## src/rtl/eth_led_gpio.sv

```systemverilog
module eth_led_gpio #(
  parameter int CLK_HZ   = 50_000_000,
  parameter int TICK_HZ  = 1000,
  parameter int BLINK_MS = 80
) (
  input  logic       clk,
  input  logic       rst_n,
  input  logic       speed_strap_i,
  input  logic       phy_link_i,
  input  logic       phy_fast_i,
  input  logic       phy_aneg_i,
  input  logic       phy_nocable_i,
  input  logic       phy_fdx_i,
  input  logic       tx_act_i,
  input  logic       rx_act_i,
  input  logic [2:0] cfg_led_i,
  input  logic [2:0] cfg_dir_i,
  input  logic [2:0] cfg_od_i,
  input  logic [2:0] gpo_data_i,
  input  logic [2:0] pad_in_i,
  output logic [2:0] pad_oe_o,
  output logic [2:0] pad_do_o,
  output logic [2:0] gpi_data_o,
  output logic       speed_sel_o
);

  localparam int NPIN = 3;
  localparam int DIV  = CLK_HZ / TICK_HZ;
  localparam int PW   = (DIV > 1) ? $clog2(DIV) : 1;
  localparam int MW   = (BLINK_MS > 1) ? $clog2(BLINK_MS) + 1 : 1;

  typedef enum logic [1:0] {S_IDLE, S_OFF, S_MINON} blink_t;

  blink_t          st;
  logic            pend;
  logic [PW-1:0]   presc;
  logic [MW-1:0]   msc;
  logic [NPIN-1:0] sync1, sync2;
  logic [NPIN-1:0] led_n;
  logic            spd_q;

  wire act        = tx_act_i | rx_act_i;
  wire tick       = presc == PW'(DIV - 1);
  wire phase_done = tick && (msc == MW'(BLINK_MS - 1));

  always_ff @(posedge clk) begin
    if (!rst_n) spd_q <= speed_strap_i;
  end
  assign speed_sel_o = spd_q;

  always_ff @(posedge clk or negedge rst_n) begin
    if (!rst_n) begin
      st    <= S_IDLE;
      pend  <= 1'b0;
      presc <= '0;
      msc   <= '0;
    end else if (!phy_link_i) begin
      st    <= S_IDLE;
      pend  <= 1'b0;
      presc <= '0;
      msc   <= '0;
    end else begin
      case (st)
        S_IDLE: begin
          presc <= '0;
          msc   <= '0;
          if (act) st <= S_OFF;
        end
        default: begin
          if (tick) begin
            presc <= '0;
            msc   <= msc + 1'b1;
          end else begin
            presc <= presc + 1'b1;
          end
          if (phase_done) begin
            msc <= '0;
            if (st == S_OFF) begin
              st   <= S_MINON;
              pend <= pend | act;
            end else if (pend | act) begin
              st   <= S_OFF;
              pend <= 1'b0;
            end else begin
              st   <= S_IDLE;
            end
          end else if (act) begin
            pend <= 1'b1;
          end
        end
      endcase
    end
  end

  assign led_n[0] = ~(phy_fast_i | phy_aneg_i | phy_nocable_i);
  assign led_n[1] = ~phy_link_i | (st == S_OFF);
  assign led_n[2] = ~(phy_link_i & phy_fdx_i);

  for (genvar i = 0; i < NPIN; i++) begin : g_pad
    assign pad_oe_o[i] = cfg_led_i[i] ? ~led_n[i]
                                      : cfg_dir_i[i] & (~cfg_od_i[i] | ~gpo_data_i[i]);
    assign pad_do_o[i] = ~cfg_led_i[i] & cfg_dir_i[i] & ~cfg_od_i[i] & gpo_data_i[i];
  end

  always_ff @(posedge clk or negedge rst_n) begin
    if (!rst_n) begin
      sync1 <= '0;
      sync2 <= '0;
    end else begin
      sync1 <= pad_in_i;
      sync2 <= sync1;
    end
  end
  assign gpi_data_o = sync2;

  logic [1:0] warm;
  always_ff @(posedge clk or negedge rst_n) begin
    if (!rst_n) warm <= '0;
    else if (warm != 2'd2) warm <= warm + 2'd1;
  end

  p_strap_hold_r10: assert property (@(posedge clk) disable iff (!rst_n)
    $past(rst_n) |-> $stable(speed_sel_o));

  p_nolink_idle_r5: assert property (@(posedge clk) disable iff (!rst_n)
    !phy_link_i |=> (st == S_IDLE && !pend));

  p_off_entry_r3: assert property (@(posedge clk) disable iff (!rst_n)
    (st == S_OFF && $past(st) != S_OFF) |-> $past(act || pend));

  p_off_hold_r3: assert property (@(posedge clk) disable iff (!rst_n)
    (phy_link_i && st == S_OFF && !phase_done) |=> st == S_OFF);

  p_minon_hold_r4: assert property (@(posedge clk) disable iff (!rst_n)
    (phy_link_i && st == S_MINON && !phase_done) |=> st == S_MINON);

  p_sync_delay_r9: assert property (@(posedge clk) disable iff (!rst_n)
    (warm == 2'd2) |-> gpi_data_o == $past(pad_in_i, 2));

  p_led_opendrain_r7: assert property (@(posedge clk) disable iff (!rst_n)
    cfg_led_i[0] |-> (!pad_do_o[0] &&
                      pad_oe_o[0] == (phy_fast_i | phy_aneg_i | phy_nocable_i)));

endmodule

```

## config.mk

```make
export PLATFORM = sky130hd
export DESIGN_NAME = eth_led_gpio
export DESIGN_NICKNAME = d
export VERILOG_FILES = /design/src/rtl/eth_led_gpio.sv
export SDC_FILE = /design/constraint.sdc
export NUM_CORES = 1
export LEC_CHECK = 0
export BUFFER_PORTS_ARGS = -buffer_cell sky130_fd_sc_hd__buf_4
export CAP_MARGIN = 20
export CELL_PAD_IN_SITES_DETAIL_PLACEMENT = 2
export CELL_PAD_IN_SITES_GLOBAL_PLACEMENT = 2
export CORE_MARGIN = 2
export CORE_UTILIZATION = 35
export DETAILED_ROUTE_END_ITERATION = 16
export GPL_TIMING_DRIVEN = 0
export PLACE_DENSITY_LB_ADDON = 0.1
export SETUP_SLACK_MARGIN = 0.1
export SKIP_CTS_REPAIR_TIMING = 1
export SLEW_MARGIN = 40
export SYNTH_ARGS = -nofsm -noshare
export SYNTH_HDL_FRONTEND = slang
export SYNTH_SLANG_ARGS = --single-unit
```

## constraint.sdc

```tcl
create_clock -name clk -period 5.4 [get_ports clk]
set_clock_uncertainty 0.1 [all_clocks]
set_input_delay 0.54 -clock clk [delete_from_list [all_inputs] [get_ports clk]]
set_output_delay 0.54 -clock clk [all_outputs]
set_load 0.01 [all_outputs]
```

==> impl_metrics.json <==
{
  "worst-r2r-cell-count": 6,
  "worstSetupEndpointType": "flip-flop",
  "clk_pin_slew_worst_paths_ns": 0.07,
  "grt_max_degree": 35,
  "rsz0062_at_grt": "no",
  "critical_path_class": "reg2reg",
  "max_stage_delay_ns": 0.40,
  "regArea_um2": 855.8,
  "vias": 1550,
  "min_period_ns": 2.175,
  "most-common-layout-cells": "buf_4 (34), dfrtp_1 (33), nor2_1 (29)",
  "final_common_cell": "buf_4",
  "hpwl_mm": 3.696,
  "yosysSeqAreaShare_pct": 49.60,
  "p_per_area_nw_per_um2": 247.7,
  "clkLatencyLatePin_ns": 0.29,
  "drt_first_pass_iters": 6,
  "arrival_ns": 2.20,
  "multiInputGateArea_um2": 824.5,
  "num_rows": 25,
  "grt_pass1_vias": 1705,
  "crit_path_top_delay_cell": "o41ai_1",
  "cts_root_buffer": "clkbuf_8",
  "die_area_um2": 5507,
  "cp_cell_sequence": "clkbuf_1 -> nor3_1 -> nand4_1 -> buf_2 -> o41ai_1 -> a21oi_1",
  "io_buffers": 34,
  "p_leak_nw": 0.8857,
  "start_util_pct": 36.53,
  "avgSynthCellArea_um2": 9.428,
  "final_cells": 292,
  "vdd_ir_drop_max_mv": 0.1608,
  "yosys.cell_types.count": 33,
  "r2r_slack_ns": 3.22,
  "setup-violations-final": 0,
  "drt_iter0_markers": 38,
  "ys_ff_latch": 34,
  "cts_num_sinks": 34,
  "track_usage_pct": 19.80,
  "fp.dieH_um": 74.21,
  "die_w_um": 74.21,
  "setup.worst_path.start_class": "flip-flop",
  "vias_per_cell": 5.308,
  "io_pins": 35,
  "yosysWarningCount": 0,
  "synth_fp_nets": 210,
  "drc": 0,
  "diodes": 0,
  "slew_headroom_pct": 44.50,
  "cap_violations": 0,
  "core_um2": 4723,
  "cts_buffer_depth": 2,
  "overflow": 0,
  "drive_above_1_share_pct": 22.67,
  "wl_mm": 4.934,
  "n_fill_cell": 523,
  "hold_class": "in2async",
  "gp_congestion": 0.7531,
  "synthesis.area_um2": 1725,
  "worstMarginPinSlew_ns": 0.8270,
  "wl_per_cell_um": 16.90,
  "fin_crit_sh_pct": 40.28,
  "cts_tree": "done",
  "crit_fanout": 10,
  "fmax_mhz": 459.8,
  "reg2reg_to": "msc[6]",
  "cts_buffers": 5,
  "slew_viol_final": 0,
  "cp.required_ns": 5.43,
  "area_growth_syn_to_layout_pct": 26.03,
  "postRouteAntennaNets": 0,
  "tns_ns": 0,
  "hold_viol": 0,
  "syn-instance-count": 183,
  "placed_cells_incl_taps": 284,
  "antenna_found_initial": 0,
  "nets": 251,
  "status": "completed",
  "grt_pass1_wl_mm": 8.238,
  "r2r_start": "presc[4]",
  "htreeDepth": 2,
  "finalPower_w": 0.0005386
}
[how the worst max path moves through the flow]
stage                      to     start  slack [ns]
floorplan              msc[6]  presc[0]        3.61
global placement     presc[7]  presc[0]        3.33
detailed placement  presc[14]  presc[0]        3.29
CTS                 presc[14]  presc[4]        3.22
global route        presc[11]  presc[4]        3.04
finish                 msc[6]  presc[4]        3.22
[critical path, delay by kind of cell, from the launching register on]
family,cells,cell delay [ns]
DFF,1,0.37
buffers and inverters,2,0.44
and+or+nand+nor,2,0.59
AOI/OAI and AO/OA,2,0.53
[cells by family (layout without fill, tap and decap cells)]
logic type | count (synthesis) | in the layout | synth area share, %
adder cells (fa/ha/maj) | 2 | 2 | 1.450
multiplexers | 2 | 2 | 1.160
XOR/XNOR | 14 | 14 | 7.107
buffers and inverters | 11 | 53 | 2.610
flip-flops | 34 | 34 | 49.60
AO/OA/AOI/OAI | 25 | 25 | 8.702
AND/OR/NAND/NOR | 95 | 95 | 29.37
[state kept, by name (all words and copies together) (netlist names)]
| name | count |
|---|---|
| speed_sel_o | 1 |
| presc | 16 |
| gpi_data_o | 3 |
| pend | 1 |
| st | 2 |
| msc | 8 |
| sync1 | 3 |
[cells in the mapped netlist, drive strengths merged]
cell / count / area [um^2]
buf: 3 / 15.01
mux2i: 2 / 20.02
a21oi: 9 / 45.04
o41ai: 1 / 8.760
dfrtp: 33 / 825.8
nand3: 15 / 85.08
nand2b: 1 / 6.260
xor2: 2 / 17.52
clkbuf: 2 / 7.510
o311ai: 2 / 17.52
nor4b: 1 / 15.01
o31ai: 4 / 30.03
nor4bb: 3 / 30.03
o221ai: 1 / 8.760
nor4: 6 / 50.04
nand2: 15 / 56.30
xnor2: 12 / 105.1
nor3: 7 / 35.03
or4: 2 / 15.01
ha: 2 / 25.02
nor2: 29 / 108.9
nand4: 8 / 50.05
inv: 6 / 22.52
and3: 4 / 25.02
and4: 1 / 8.760
edfxtp: 1 / 30.03
or2: 2 / 12.52
nand4b: 1 / 8.760
o21ai: 8 / 40.04
[final cells by class]
cell class	instances	area share [%]
sequential	34	39.36
buffer	5	1.036
multi-input combinational	138	37.92
tap	67	3.855
clock buffer	8	5.063
inverter	6	1.036
timing repair buffer	34	11.74
[routing by layer]
| metal | GRT usage, % | vias up | part of all wire, % |
|---|---|---|---|
| li1 | - | 741 | - |
| met3 | 4.336 | 8 | 3.8 |
| met1 | 24.51 | 767 | 42 |
| met4 | 4.762 | 0 | 1.3 |
| met5 | 0 | - | 0 |
| met2 | 35.32 | 34 | 52 |
[stage by stage]
stage | hold slack (ns) | instance area (um^2) | util (%) | setup WS, ns
2_1_floorplan | 0.1444 | 1725 | - | 3.608
3_3_place_gp | 0.2324 | 2064 | 43.71 | 3.326
3_5_place_dp | 0.2370 | 2064 | 43.71 | 3.293
6_report | 0.08283 | 2175 | 46.04 | 3.225
4_1_cts | 0.1085 | 2175 | 46.04 | 3.218
5_1_grt | 0.1218 | 2175 | 46.04 | 3.044
[power by group]
group / internal, W / switching (W)
Combinational: 0.0000231 / 0.0000276
Sequential: 0.000262 / 0.00000345
Clock: 0.000129 / 0.0000940
Total: 0.000413 / 0.000125
No activity file was read; power rests on OpenSTA's default activity.
